**config.mk**
```make
export PLATFORM = sky130hd
export DESIGN_NAME = irq_mask_unit
export DESIGN_NICKNAME = d
export VERILOG_FILES = /design/src/rtl/irqm_pkg.sv /design/src/rtl/irqm_sync.sv /design/src/rtl/irqm_decode.sv /design/src/rtl/irqm_enable_bank.sv /design/src/rtl/irqm_core_slice.sv /design/src/rtl/irq_mask_unit.sv
export SDC_FILE = /design/constraint.sdc
export NUM_CORES = 1
export LEC_CHECK = 0
export BUFFER_PORTS_ARGS = -buffer_cell sky130_fd_sc_hd__buf_4
export CAP_MARGIN = 30
export CELL_PAD_IN_SITES_DETAIL_PLACEMENT = 0
export CELL_PAD_IN_SITES_GLOBAL_PLACEMENT = 1
export CORE_ASPECT_RATIO = 1.2
export CORE_MARGIN = 4
export CORE_UTILIZATION = 25
export CTS_CLUSTER_SIZE = 12
export DETAILED_ROUTE_END_ITERATION = 16
export GPL_TIMING_DRIVEN = 1
export PLACE_DENSITY_LB_ADDON = 0.1
export SETUP_SLACK_MARGIN = 0.02
export SYNTH_ARGS = -nofsm -noshare
export SYNTH_HDL_FRONTEND = slang
export SYNTH_SLANG_ARGS = --single-unit
export TNS_END_PERCENT = 20
```
**constraint.sdc**
```tcl
create_clock -name clk -period 3.6 [get_ports clk]
set_clock_uncertainty 0.15 [all_clocks]
set_input_delay 0.54 -clock clk [delete_from_list [all_inputs] [get_ports clk]]
set_output_delay 0.54 -clock clk [all_outputs]
set_load 0.05 [all_outputs]
```
**src/rtl/irqm_pkg.sv**
```systemverilog
// Package: irqm_pkg
// Shared constants and types for the per-core interrupt mask unit.
// Assumes that the slot offset inside the window has its low bit set for a
// pending slot and clear for an enable slot.
package irqm_pkg;

    // Largest supported core count
    localparam int unsigned MAX_CORES = 8;

    // Kind of register addressed inside the window (bit 0 of the offset)
    typedef enum logic {
        SLOT_ENABLE  = 1'b0,
        SLOT_PENDING = 1'b1
    } slot_kind_e;

endpackage

```
**src/rtl/irqm_sync.sv**
```systemverilog
// Module: irqm_sync
// Two-stage synchronizer for a vector of asynchronous level inputs.
// Assumes that each bit is an independent slow level, so no bus coherence is
// required across bits.
module irqm_sync #(
    parameter int unsigned WIDTH = 8
) (
    input  logic             clk,
    input  logic             rst_n,
    input  logic [WIDTH-1:0] async_i,
    output logic [WIDTH-1:0] sync_o
);

    logic [WIDTH-1:0] stage1_q;
    logic [WIDTH-1:0] stage2_q;

    // Shift the raw levels through two flops; both clear on reset
    always_ff @(posedge clk) begin
        if (!rst_n) begin
            stage1_q <= '0;
            stage2_q <= '0;
        end else begin
            stage1_q <= async_i;
            stage2_q <= stage1_q;
        end
    end

    assign sync_o = stage2_q;

endmodule

```
**src/rtl/irqm_decode.sv**
```systemverilog
// Module: irqm_decode
// Decodes a control-register address into window hit, core index and slot
// kind. Purely combinational.
// Assumes that the window holds two slots per configured core, starting at
// WIN_BASE, and that it does not wrap past the top of the address space.
module irqm_decode
    import irqm_pkg::*;
#(
    parameter int unsigned          NUM_CORES = 8,
    parameter int unsigned          ADDR_W    = 12,
    parameter logic [ADDR_W-1:0]    WIN_BASE  = 12'h7C0,
    localparam int unsigned         CIDX_W    = (NUM_CORES > 1) ? $clog2(NUM_CORES) : 1
) (
    input  logic [ADDR_W-1:0] addr_i,
    output logic              hit_o,
    output logic [CIDX_W-1:0] core_o,
    output slot_kind_e        kind_o
);

    localparam logic [ADDR_W-1:0] SLOT_COUNT = ADDR_W'(2 * NUM_CORES);

    logic [ADDR_W-1:0] offset;

    // Offset of the address from the window base
    always_comb begin
        offset = addr_i - WIN_BASE;
    end

    // Window hit, core select and slot kind from the offset
    always_comb begin
        hit_o  = (addr_i >= WIN_BASE) && (offset < SLOT_COUNT);
        core_o = CIDX_W'(offset >> 1);
        kind_o = slot_kind_e'(offset[0]);
    end

endmodule

```
**src/rtl/irqm_enable_bank.sv**
```systemverilog
// Module: irqm_enable_bank
// Holds one NUM_SRC-bit enable mask per core. A write lands in the mask of
// the selected core only when the address hits an enable slot.
// Assumes that NUM_SRC <= DATA_W, so that the low bits of the write data fill
// the mask.
module irqm_enable_bank
    import irqm_pkg::*;
#(
    parameter int unsigned  NUM_CORES = 8,
    parameter int unsigned  NUM_SRC   = 8,
    parameter int unsigned  DATA_W    = 32,
    localparam int unsigned CIDX_W    = (NUM_CORES > 1) ? $clog2(NUM_CORES) : 1
) (
    input  logic                         clk,
    input  logic                         rst_n,
    input  logic                         we_i,
    input  logic                         hit_i,
    input  logic [CIDX_W-1:0]            core_i,
    input  slot_kind_e                   kind_i,
    input  logic [DATA_W-1:0]            wdata_i,
    output logic [NUM_CORES*NUM_SRC-1:0] en_flat_o
);

    logic wr_enable_slot;

    // A write is accepted only for an enable slot inside the window
    always_comb begin
        wr_enable_slot = we_i && hit_i && (kind_i == SLOT_ENABLE);
    end

    for (genvar k = 0; k < NUM_CORES; k++) begin : g_core_mask
        logic [NUM_SRC-1:0] mask_q;

        // Per-core mask register; clears on reset, loads on a matching write
        always_ff @(posedge clk) begin
            if (!rst_n) begin
                mask_q <= '0;
            end else if (wr_enable_slot && (core_i == CIDX_W'(k))) begin
                mask_q <= wdata_i[NUM_SRC-1:0];
            end
        end

        assign en_flat_o[k*NUM_SRC +: NUM_SRC] = mask_q;
    end

endmodule

```
**src/rtl/irqm_core_slice.sv**
```systemverilog
// Module: irqm_core_slice
// Masks the synchronized sources with one core's enables, exposes the result
// as the pending view and registers its OR as the core's request.
// Assumes that the sources are already synchronous to clk.
module irqm_core_slice #(
    parameter int unsigned NUM_SRC = 8
) (
    input  logic               clk,
    input  logic               rst_n,
    input  logic [NUM_SRC-1:0] src_sync_i,
    input  logic [NUM_SRC-1:0] enable_i,
    output logic [NUM_SRC-1:0] pending_o,
    output logic               irq_o
);

    logic irq_q;

    // Pending view: live source levels gated by this core's mask
    always_comb begin
        pending_o = src_sync_i & enable_i;
    end

    // Registered request: high whenever any enabled source is high
    always_ff @(posedge clk) begin
        if (!rst_n) begin
            irq_q <= 1'b0;
        end else begin
            irq_q <= |pending_o;
        end
    end

    assign irq_o = irq_q;

endmodule

```
**src/rtl/irq_mask_unit.sv**
```systemverilog
// Module: irq_mask_unit (top)
// Per-core interrupt enable/pending unit. It synchronizes the device lines,
// masks them per core, drives one registered request per core and serves
// enable and pending registers through a simple read/write port.
// Assumes level-sensitive sources, NUM_CORES <= 8 and NUM_SRC <= DATA_W.
// Read data is combinational from the address.
module irq_mask_unit
    import irqm_pkg::*;
#(
    parameter int unsigned       NUM_CORES = 8,
    parameter int unsigned       NUM_SRC   = 8,
    parameter int unsigned       ADDR_W    = 12,
    parameter int unsigned       DATA_W    = 32,
    parameter logic [ADDR_W-1:0] WIN_BASE  = 12'h7C0
) (
    input  logic                 clk,
    input  logic                 rst_n,
    input  logic [NUM_SRC-1:0]   src_i,
    input  logic [ADDR_W-1:0]    reg_addr_i,
    input  logic [DATA_W-1:0]    reg_wdata_i,
    input  logic                 reg_we_i,
    output logic [DATA_W-1:0]    reg_rdata_o,
    output logic [NUM_CORES-1:0] irq_o
);

    localparam int unsigned CIDX_W = (NUM_CORES > 1) ? $clog2(NUM_CORES) : 1;

    logic [NUM_SRC-1:0]           src_sync;
    logic                         dec_hit;
    logic [CIDX_W-1:0]            dec_core;
    slot_kind_e                   dec_kind;
    logic [NUM_CORES*NUM_SRC-1:0] en_flat;
    logic [NUM_CORES*NUM_SRC-1:0] pend_flat;
    logic [NUM_SRC-1:0]           sel_value;

    irqm_sync #(
        .WIDTH (NUM_SRC)
    ) u_sync (
        .clk     (clk),
        .rst_n   (rst_n),
        .async_i (src_i),
        .sync_o  (src_sync)
    );

    irqm_decode #(
        .NUM_CORES (NUM_CORES),
        .ADDR_W    (ADDR_W),
        .WIN_BASE  (WIN_BASE)
    ) u_decode (
        .addr_i (reg_addr_i),
        .hit_o  (dec_hit),
        .core_o (dec_core),
        .kind_o (dec_kind)
    );

    irqm_enable_bank #(
        .NUM_CORES (NUM_CORES),
        .NUM_SRC   (NUM_SRC),
        .DATA_W    (DATA_W)
    ) u_enables (
        .clk       (clk),
        .rst_n     (rst_n),
        .we_i      (reg_we_i),
        .hit_i     (dec_hit),
        .core_i    (dec_core),
        .kind_i    (dec_kind),
        .wdata_i   (reg_wdata_i),
        .en_flat_o (en_flat)
    );

    for (genvar k = 0; k < NUM_CORES; k++) begin : g_slice
        irqm_core_slice #(
            .NUM_SRC (NUM_SRC)
        ) u_slice (
            .clk        (clk),
            .rst_n      (rst_n),
            .src_sync_i (src_sync),
            .enable_i   (en_flat[k*NUM_SRC +: NUM_SRC]),
            .pending_o  (pend_flat[k*NUM_SRC +: NUM_SRC]),
            .irq_o      (irq_o[k])
        );
    end

    // Pick the addressed core's enable mask or pending view
    always_comb begin
        sel_value = '0;
        for (int k = 0; k < NUM_CORES; k++) begin
            if (dec_core == CIDX_W'(k)) begin
                sel_value = (dec_kind == SLOT_PENDING)
                          ? pend_flat[k*NUM_SRC +: NUM_SRC]
                          : en_flat[k*NUM_SRC +: NUM_SRC];
            end
        end
    end

    // Zero-extend the selection; anything outside the window reads zero
    always_comb begin
        reg_rdata_o = '0;
        if (dec_hit) begin
            reg_rdata_o[NUM_SRC-1:0] = sel_value;
        end
    end

endmodule

```
==> summary.md, run 1 <==
| Metric | Value |
|---|---|
| Final routed DRC violation total | 0 |
| Synth-to-layout area growth | 15.3% |
| Worst EP required | roughly 2.9 ns |
| Buffers on Ports | 46 |
| Hold Path Class | input port to flip-flop |
| H-tree levels | 3 |
| Fmax | 347 MHz |
| Sequential area share after synthesis | 40.7% |
| Vias in the first global route | 3,306 |
| Post-synthesis cell type count | 41 |
| Met1 usage | 16.9% |
| Number of post-CTS setup repair buffers | 0 |
| Crit path cell chain | buf_4 -> nand2_1 -> o32a_1 -> a31oi_1 -> o21a_1 -> buf_4 |
| Post-DP HPWL | 9.39 mm |
| Most frequent cell on the critical path | buf_4 |
| Cell Area, Synth | between 4000 and 5000 um2 |
| Warning count from the yosys run | 0 |
| Crit Path Category | input port to primary output |
| Root Driver | clkbuf_16 |
| Power density over cell area | 422 nW/um2 |
| Static leakage | 2.05 nW |
| Synth Instances | 464 |
| Clock Latency Late Sink | 0.33 ns |
| Die span in x | 128 um |
| Adder-Cell Fraction of Synth Area | 0% |
| GRT Util Overall | 13.3% |
| Complex-gate fraction of the synthesized area | 14.8% |
| Initial DRC Count | 206 |
| CTS resizes | 0 |
| Largest net degree at the start of global routing | 33 |
| Fin nets | 538 |
| Yosys reg bits | 88 |
| Mean Syn Cell Area | 9.32 um2 |
| Most frequent cells in the layout | dfxtp_1, nor2_1, mux2i_1, buf_4, a22oi_1 |
| Mux cell area share after synthesis | between 15 and 20% |
| Clk sinks | slightly below 90 |
| RSZ-0062 raised after global routing | no |
| Post-Synth XOR/XNOR Area | 0% |
| Final Max Tran Viols | 0 |
| M2 GR Usage | 22.1% |
| Placer Congestion | 0.797 |
| CP max stage delay | 0.37 ns |
| Hold buffers post-CTS | 0 |
| Initial Util | 25.6% |
| CTS tree | yes |
| Fin. Hold Viols | 0 |
| Crit path time final | 2.88 ns |
| Num rows | 52 |
| Global Route met3 Usage | 2.11% |
| Ant diodes | 0 |
| Core ar. | roughly 17,000 um2 |
| Fin crit share | about four fifths |
| Congestion Overflow GR | 0 |
| Placed insts | between 600 and 700 |
| Max rail drop VDD | 0.000189 V |
| Outcome | complete, no violations |
| Primary FF master, synth | dfxtp_1 |
| Synth Area in Simple Gates | 17.0% |
| Non-Filler Instances | 703 |
| Most common cell after layout, fill and taps aside | dfxtp_1 |
| Via Count | between 3,000 and 4,000 |
| Max Cap Violations | 0 |
| Largest family of logic cells by synthesized area | multiplexers |
| Layout cells sized above 1 | 16.0% |
| Max Buffers Root-to-Sink | 2 |
| Busiest grt layer | met2 |
| Worst EP arrival | 2.19 ns |
| CP Launch Type | input port |
| Slowest CP cell | buf_4 |
| Worst rel slew slack | 43.4% |
| Die area | 19,500 um2 |
| Reg clk slew, reported paths | 0.06 ns |
| Worst-path fanout max | 31 |
| Worst Setup End Kind | primary output |
| Die Y | between 150 and 200 um |
| Setup violations, final | 0 |
| Filler cell count | roughly 1,800 |
| CP top delay family | compound AO/OA/AOI/OAI gates |
| Buffers plus inverters on the worst setup path | 2 |
| Detailed Route WL | about 13 mm |
| Drt via density | between 4 and 5 |
| Post-route ant nets | 0 |
| Initial antenna violation count | 0 |
| Post-route setup TNS | 0 ns |
| Top Ports | 95 |
| DR WL/cell | 17.9 um |
| Post-synth EDFFs | 0 |
| TritonCTS buffer count | 9 |
| Tightest Pin Transition | 0.842 ns |
| Asr flop ratio synth | 0% |
| Global-route wire length before repair | slightly below 20 mm |
| First-pass DRT Iterations | 4 |
[per-stage QoR]
step	instance area [um2]	utilization, %	worst slack, ns	power [mW]	hold slack, ns
floorplan	4410	-	0.0412	1.16	0.262
global placement	4700	27.8	0.684	1.20	0.264
detailed placement	4700	27.8	0.699	1.20	0.268
CTS	4990	29.5	0.690	2.14	0.239
global route	4990	29.5	0.612	2.20	0.253
finish	4990	29.5	0.716	2.10	0.259
[final timing paths]
kind	startpoint	to	slack (ns)	depth (start not counted)
max	reg_addr_i[1]	reg_rdata_o[2]	0.72	6
min	src_i[2]	u_sync.stage1_q[2]	0.26	2
max reg2reg	u_sync.sync_o[6]	g_slice[5].u_slice.irq_o	2.31	2
min reg2reg	u_sync.stage1_q[1]	u_sync.sync_o[1]	0.28	1
[layer usage]
| layer | share of wire [%] | wire [um] |
|---|---|---|
| met4 | 2.3 | 286 |
| met5 | 0 | 0 |
| met3 | 4.9 | 612 |
| met1 | 43 | 5420 |
| met2 | 50 | 6260 |
[cell families after synthesis]
kind of cell | count (synthesis)
buffers and inverters | 77
other | 1
AOI/OAI and AO/OA | 88
and+or+nand+nor | 137
muxes | 73
DFF | 88
[power breakdown]
| part | leakage, nW | internal, mW | switching [mW] |
|---|---|---|---|
| clock | 0.139 | 0.552 | 0.372 |
| combinational | 1.20 | 0.0500 | 0.138 |
| sequential | 0.712 | 0.982 | 0.00870 |
| total | 2.05 | 1.58 | 0.519 |
[worst reg2reg max path, stage by stage, from the launching register on]
cell	delay [ns]
dfxtp_1	0.41
a22oi_1	0.37
a41oi_1	0.21
[cells in the mapped netlist, types with 2 or more instances]
library cell   n  share of area (%)
nand3_1        7               0.81
nor2_1        79                6.9
o311ai_0       6                1.2
o21ai_0        6               0.69
and2_1        16                2.3
buf_4         32                5.6
mux2i_1       70                 16
nand2b_1       8                1.2
mux4_2         3                1.6
o21a_1         6                1.0
clkbuf_1      26                2.3
inv_1          7               0.61
a21oi_1       14                1.6
a22oi_1       33                5.7
buf_2          7               0.81
nand4_1        4               0.58
nor4_4         3                1.5
nand4b_1       2               0.41
inv_2          2               0.17
a31oi_1        6               0.87
a41oi_1        8                1.6
nand3b_1       2               0.35
buf_1          3               0.26
dfxtp_1       88                 41
nand2_1        4               0.35
nor4bb_1       2               0.46
o32a_1         6                1.4
[flip-flops by register name, summed over array words and instances (netlist names)]
signal,flops
u_enables.g_core_mask.mask_q,64
u_sync.sync_o,8
u_sync.stage1_q,8
g_slice.u_slice.irq_o,8
[cell type report]
type / count / area [um2] / share of cell area (%)
Sequential cell: 88 / 1760 / 35.3
Clock inverter: 3 / 42.5 / 0.853
Tap cell: 216 / 270 / 5.42
Inverter: 9 / 33.8 / 0.678
Clock buffer: 12 / 246 / 4.94
Timing Repair Buffer: 53 / 398 / 7.98
Multi-Input combinational cell: 322 / 2230 / 44.8
Power figures use the tool's default switching activity.
==> run 2: changes to the inputs <==
==> constraint.sdc (replaced) <==
create_clock -name clk -period 3 [get_ports clk]
set_clock_uncertainty 0.15 [all_clocks]
set_input_delay 0.45 -clock clk [delete_from_list [all_inputs] [get_ports clk]]
set_output_delay 0.45 -clock clk [all_outputs]
set_load 0.05 [all_outputs]
==> run 2 against run 1 <==
Effect of this change: critical path depth stayed put; clock-buffer cell count did not move; flip-flop and latch count unchanged; non-clock buffer count up 14; worst hold slack worse by 0.097 ns; first-iteration DRC count fell by 16%; register-to-register slack lost 0.55 ns; total power increased by 26%; setup slack got worse by 0.25 ns; sequential share of layout area shrank 1.1 points; sequential power grew 19%.
==> summary.md, run 2 (synthesis results as in run 1) <==
| Metric | Value |
|---|---|
| Most common cell after layout, fill and taps aside | dfxtp_1 |
| CTS resizes | 0 (unchanged) |
| Post-route setup TNS | 0 ns (unchanged) |
| RSZ-0062 raised after global routing | no |
| Final routed DRC violation total | 0 (unchanged) |
| Tightest Pin Transition | 0.517 ns (-0.325 ns) |
| Setup violations, final | 0 (unchanged) |
| TritonCTS buffer count | 9 (unchanged) |
| Clk sinks | 88 (unchanged) |
| Hold_sp | src_i[0] |
| Hold Path End | u_sync.stage1_q[0] |
| Drt via density | 4.69 (-0.80%) |
| Worst EP arrival | 1.93 ns (-0.26 ns) |
| Ant diodes | 0 (unchanged) |
| Root Driver | clkbuf_16 |
| GRT Util Overall | 13.9% (+0.65 points) |
| Max Cap Violations | 0 (unchanged) |
| Hold buffers post-CTS | 0 (unchanged) |
| Fin. Hold Viols | 0 (unchanged) |
| Worst rel slew slack | 65.5% (+22 points) |
| Via Count | 3,362 (+1.2%) |
| Max FFs per register | 64 (unchanged) |
| Fin crit share | 84.5% |
| CP max stage delay | 0.36 ns (about the same) |
| First-pass DRT Iterations | 4 (unchanged) |
| Clock share of power | 46.1% (+2.1 points) |
| Top Ports | 95 (unchanged) |
| Internal | 2.01 mW (+27%) |
| Clock Latency Late Sink | 0.34 ns (about the same) |
| Slowest CP cell | o32a_1 |
| Most frequent cell on the critical path | buf_4 |
| Psw | 0.633 mW (+22%) |
| Congestion Overflow GR | 0 (unchanged) |
| Global-route wire length before repair | 20.7 mm (+4.3%) |
| Synth-to-layout area growth | 18.9% |
| CTS tree | yes |
| Detailed Route WL | 13.1 mm (+4.1%) |
| Hold Path Class | input port to flip-flop |
| Logic pwr share | 9.3% (+0.3 points) |
| Crit Path Category | input port to primary output |
| Die area | 19,500 um2 (unchanged) |
| Die Y | 152 um (unchanged) |
| Number of post-CTS setup repair buffers | 0 (unchanged) |
| Die span in x | 128 um (unchanged) |
| DR WL/cell | 18.3 um (+2.1%) |
| Fmax | 395 MHz |
| Reg clk slew, reported paths | 0.06 ns (about the same) |
| Placer Congestion | 0.750 (-5.9%) |
| Initial Util | 25.6% (unchanged) |
| Max Buffers Root-to-Sink | 2 (unchanged) |
| Switching Share | 23.9% (-0.79 points) |
| Largest net degree at the start of global routing | 73 (+120%) |
| Fin nets | 552 (+2.6%) |
| Worst-path fanout max | 23 (-26%) |
| CP top delay family | compound AO/OA/AOI/OAI gates |
| Biggest register | u_enables.g_core_mask.mask_q |
| Hold path cells | 2 (unchanged) |
| Worst Setup End Kind | primary output |
| Crit path cell chain | buf_4 -> nand2_1 -> o32a_1 -> a31oi_1 -> o21a_1 -> buf_4 |
| Post-DP HPWL | 9.67 mm (+3.0%) |
| Crit path time final | approximately 2.5 ns |
| Final core occ | 30.4% (+0.92 points) |
| Buffers plus inverters on the worst setup path | 2 (unchanged) |
| Layout cells sized above 1 | 18.8% (+2.7 points) |
| FF-to-FF End | g_slice[2].u_slice.irq_o |
| Power density over cell area | 515 nW/um2 (+22%) |
| Initial antenna violation count | 0 (unchanged) |
| Reg2Reg Depth | 3 (+1) |
| Initial DRC Count | 174 (-16%) |
| Final Max Tran Viols | 0 (unchanged) |
| Static leakage | 2.14 nW (+4.5%) |
| Post-route ant nets | 0 (unchanged) |
| Worst EP required | 2.40 ns (-0.51 ns) |
| H-tree levels | 3 (unchanged) |
| Reg power frac | 44.7% (-2.4 points) |
| Setup slack, reg-to-reg | 1.76 ns (-0.55 ns) |
| Reg-to-reg startpoint | u_sync.sync_o[6] |
| CP Launch Type | input port |
| Most frequent cells in the layout | dfxtp_1, nor2_1, mux2i_1, buf_4, a22oi_1 |
| Buffers on Ports | 46 (unchanged) |
| Vias in the first global route | 3,572 (+8.0%) |
| Num rows | 52 (unchanged) |
| Core ar. | 16,900 um2 (unchanged) |
| Max rail drop VDD | 0.000296 V (+57%) |
| Outcome | complete, no violations |
run 2: changes by cell type in the layout (fill, tap and decap cells not counted), sizes merged:
cell	before	now
clkinvlp	1	0
buf	53	67
bufinv	1	2
run 2: layout make-up:
type,instances,area (um2)
fill,1774,11800
multi-input combinational,322,2240
sequential,88,1760
timing repair buffer,67,515
tap,216,270
clock buffer,12,256
clock inverter,3,65.1
inverter,9,33.8
run 2: worst register-to-register path, delay by kind of cell, from the launching register on:
family | cells | cell delay [ns]
flops | 1 | 0.30
buf+inv | 1 | 0.16
compound gates | 2 | 0.48
run 2: worst max-delay path by stage:
stage	startpoint	endpoint	slack [ns]	cells past startpoint
2_1_floorplan	reg_addr_i[3]	reg_rdata_o[5]	0.02	5
3_3_place_gp	reg_addr_i[4]	reg_rdata_o[5]	0.45	6
3_5_place_dp	reg_addr_i[1]	reg_rdata_o[6]	0.46	6
4_1_cts	reg_addr_i[2]	reg_rdata_o[0]	0.47	6
5_1_grt	reg_addr_i[2]	reg_rdata_o[0]	0.38	6
6_report	reg_addr_i[2]	reg_rdata_o[0]	0.47	6
run 2: power groups by stage:
stage | registers (mW) | clock network [mW] | logic [mW]
2_1_floorplan | 1.21 | 0 | 0.190
3_3_place_gp | 1.21 | 0 | 0.245
6_report | 1.18 | 1.22 | 0.245
5_1_grt | 1.18 | 1.30 | 0.265
4_1_cts | 1.18 | 1.26 | 0.246
3_5_place_dp | 1.21 | 0 | 0.245
run 2: stage by stage:
step	hold WS, ns	power [mW]	area (um2)	cells	setup WS, ns
5_1_grt	0.152	2.75	5140	717	0.382
4_1_cts	0.146	2.69	5140	717	0.469
3_5_place_dp	0.268	1.45	4820	702	0.465
3_3_place_gp	0.265	1.45	4820	702	0.453
6_report	0.162	2.65	5140	717	0.466
2_1_floorplan	0.262	1.40	4420	487	0.0179
run 2: metal layers:
layer | up-vias | part of all wire (%) | track usage (%)
met1 | 1574 | 44 | 18.1
met4 | 0 | 2.4 | 5.81
li1 | 1669 | - | -
met5 | - | 0 | 0
met2 | 100 | 48 | 22.4
met3 | 19 | 5.1 | 2.70
==> run 3: changes to the inputs <==
==> constraint.sdc (replaced) <==
create_clock -name clk -period 2.65 [get_ports clk]
set_clock_uncertainty 0.15 [all_clocks]
set_input_delay 0.3975 -clock clk [delete_from_list [all_inputs] [get_ports clk]]
set_output_delay 0.3975 -clock clk [all_outputs]
set_load 0.05 [all_outputs]
==> run 3 against run 2 <==
Effect of this change: wire length is 0.24% higher; global-route usage is 0.31 points higher; register-to-register slack worse by 0.43 ns; die area stayed put; sequential power is 14% higher; clock power is 3% lower.
==> summary.md, run 3 (synthesis results as in run 1) <==
| Metric | Value |
|---|---|
| Vias in the first global route | 3,464 (-3.0%) |
| Hold_ws | 0.110 ns (-0.0519 ns) |
| Most frequent cells in the layout | dfxtp_1, nor2_1, buf_4, mux2i_1, a22oi_1 |
| Die area | 19,500 um2 (unchanged) |
| Reg-to-reg startpoint | u_sync.sync_o[6] |
| Tightest Pin Transition | 0.539 ns (+0.0213 ns) |
| Max FFs per register | 64 (unchanged) |
| Via Count | 3,366 (+0.12%) |
| Crit path cell chain | buf_4 -> buf_4 -> or2_0 -> mux4_2 -> nand3b_1 -> a211oi_1 -> buf_4 |
| Reg power frac | 47.7% (+3.0 points) |
| Core ar. | 16,900 um2 (unchanged) |
| Hold buffers post-CTS | 0 (unchanged) |
| Clk sinks | 88 (unchanged) |
| Top Ports | 95 (unchanged) |
| Crit Path Category | input port to primary output |
| Area after DPL | 4880 um2 (+1.2%) |
| Reg clk slew, reported paths | 0.06 ns (about the same) |
| Post-route setup TNS | 0 ns (unchanged) |
| Fin nets | 558 (+1.1%) |
| Buffers on Ports | 46 (unchanged) |
| Drt via density | 4.66 (-0.71%) |
| Internal | 2.09 mW (+3.9%) |
| TritonCTS buffer count | 9 (unchanged) |
| H-tree levels | 3 (unchanged) |
| Switching Share | 25.4% (+1.5 points) |
| Max rail drop VDD | 0.000262 V (-11%) |
| CP max stage delay | 0.47 ns (+0.11 ns) |
| Fin. Hold Viols | 0 (unchanged) |
| Num rows | 52 (unchanged) |
| Most common cell after layout, fill and taps aside | dfxtp_1 |
| Worst EP required | 2.10 ns (-0.30 ns) |
| Fin worst setup slack | 0.241 ns (-0.225 ns) |
| CTS resizes | 0 (unchanged) |
| Global-route wire length before repair | 20.9 mm (+1.2%) |
| First-pass DRT Iterations | 4 (unchanged) |
| Outcome | complete, no violations |
| Hold_sp | src_i[4] |
| Max Cap Violations | 0 (unchanged) |
| Placer Congestion | 0.773 (+3.0%) |
| Die Y | 152 um (unchanged) |
| Post-route ant nets | 0 (unchanged) |
| Final core occ | 30.5% (+0.059 points) |
| Worst slack, placed | 0.219 ns (-0.245 ns) |
| Power density over cell area | 544 nW/um2 (+5.7%) |
| CP Launch Point | reg_addr_i[2] |
| Setup slack, reg-to-reg | 1.33 ns (-0.43 ns) |
| Biggest register | u_enables.g_core_mask.mask_q |
| Number of post-CTS setup repair buffers | 0 (unchanged) |
| CP Launch Type | input port |
| Worst Setup End Kind | primary output |
| Placed insts | 708 (+0.85%) |
| Final Max Tran Viols | 0 (unchanged) |
| Final routed DRC violation total | 0 (unchanged) |
| Initial Util | 25.6% (unchanged) |
| Fmax | 415 MHz |
| Tot Pwr | 2.80 mW (+5.9%) |
| Max Buffers Root-to-Sink | 2 (unchanged) |
| Filler cell count | 1,792 (+1.0%) |
| Die span in x | 128 um (unchanged) |
| Crit path time final | 2.41 ns |
| Ant diodes | 0 (unchanged) |
| Layout cells sized above 1 | 19.7% (+0.96 points) |
| Final Cell Area | 5150 um2 (+0.19%) |
| Slowest CP cell | mux4_2 |
| Detailed Route WL | 13.1 mm (+0.24%) |
| GRT Util Overall | 14.2% (+0.31 points) |
| Logic pwr share | 10.1% (+0.8 points) |
| Clock Latency Late Sink | 0.35 ns (about the same) |
| Hold Path Class | input port to flip-flop |
| Root Driver | clkbuf_16 |
| Worst rel slew slack | 64.1% (-1.4 points) |
| Worst EP arrival | 1.86 ns (-0.07 ns) |
| Initial DRC Count | 193 (+11%) |
| Non-Filler Instances | 723 (+0.84%) |
| Synth-to-layout area growth | 19.1% |
| Initial antenna violation count | 0 (unchanged) |
| DR WL/cell | 18.2 um (-0.59%) |
| Psw | 0.711 mW (+12%) |
| Most frequent cell on the critical path | buf_4 |
| Clock share of power | 42.2% (-3.9 points) |
| RSZ-0062 raised after global routing | no |
| Static leakage | 2.15 nW (+0.32%) |
| Congestion Overflow GR | 0 (unchanged) |
| Post-DP HPWL | 9.94 mm (+2.7%) |
| Setup violations, final | 0 (unchanged) |
| Worst-path fanout max | 18 (-22%) |
| CTS tree | yes |
| Largest net degree at the start of global routing | 52 (-29%) |
| Fin crit share | 90.9% |
run 3: changes by cell type in the layout (fill, tap and decap cells not counted):
| cell | before | now |
|---|---|---|
| buf_4 | 66 | 71 |
| buf_12 | 1 | 2 |
| clkinvlp_4 | 0 | 1 |
| clkinv_2 | 1 | 2 |
| bufinv_16 | 2 | 0 |
run 3: power by group through the flow:
| stage | clock (mW) | combinational, mW | sequential [mW] |
|---|---|---|---|
| after floorplan | 0 | 0.215 | 1.37 |
| after global placement | 0 | 0.284 | 1.37 |
| after detailed placement | 0 | 0.284 | 1.37 |
| after CTS | 1.24 | 0.285 | 1.34 |
| after global routing | 1.29 | 0.307 | 1.34 |
| final | 1.18 | 0.283 | 1.34 |
run 3: path summary, 6_finish.rpt:
| check | end | cells past startpoint |
|---|---|---|
| hold / removal | u_sync.stage1_q[4] | 2 |
| setup / recovery | reg_rdata_o[5] | 7 |
| hold reg to reg | u_sync.sync_o[5] | 1 |
| setup reg to reg | g_slice[2].u_slice.irq_o | 3 |
run 3: critical path, delay by kind of cell:
| kind | cells | cell delay [ns] |
|---|---|---|
| AO/OA/AOI/OAI | 1 | 0.09 |
| buffers and inverters | 3 | 0.59 |
| AND/OR/NAND/NOR | 2 | 0.31 |
| multiplexers | 1 | 0.47 |
run 3: layout make-up:
| type | count | area (um2) | area share (%) |
|---|---|---|---|
| multi-input cells | 322 | 2240 | 43.5 |
| clock buffers | 12 | 256 | 4.98 |
| repair buffers | 73 | 573 | 11.1 |
| well taps | 216 | 270 | 5.25 |
| inverters | 9 | 33.8 | 0.656 |
| flip-flops and latches | 88 | 1760 | 34.2 |
| clock inverters | 3 | 17.5 | 0.340 |
run 3: per-layer routing:
metal | track usage [%] | part of all wire [%] | wire length, um
met1 | 19.0 | 46 | 6100
met2 | 21.5 | 46 | 6000
met3 | 2.28 | 3.8 | 498
met4 | 8.39 | 4.0 | 531
met5 | 0 | 0 | 0
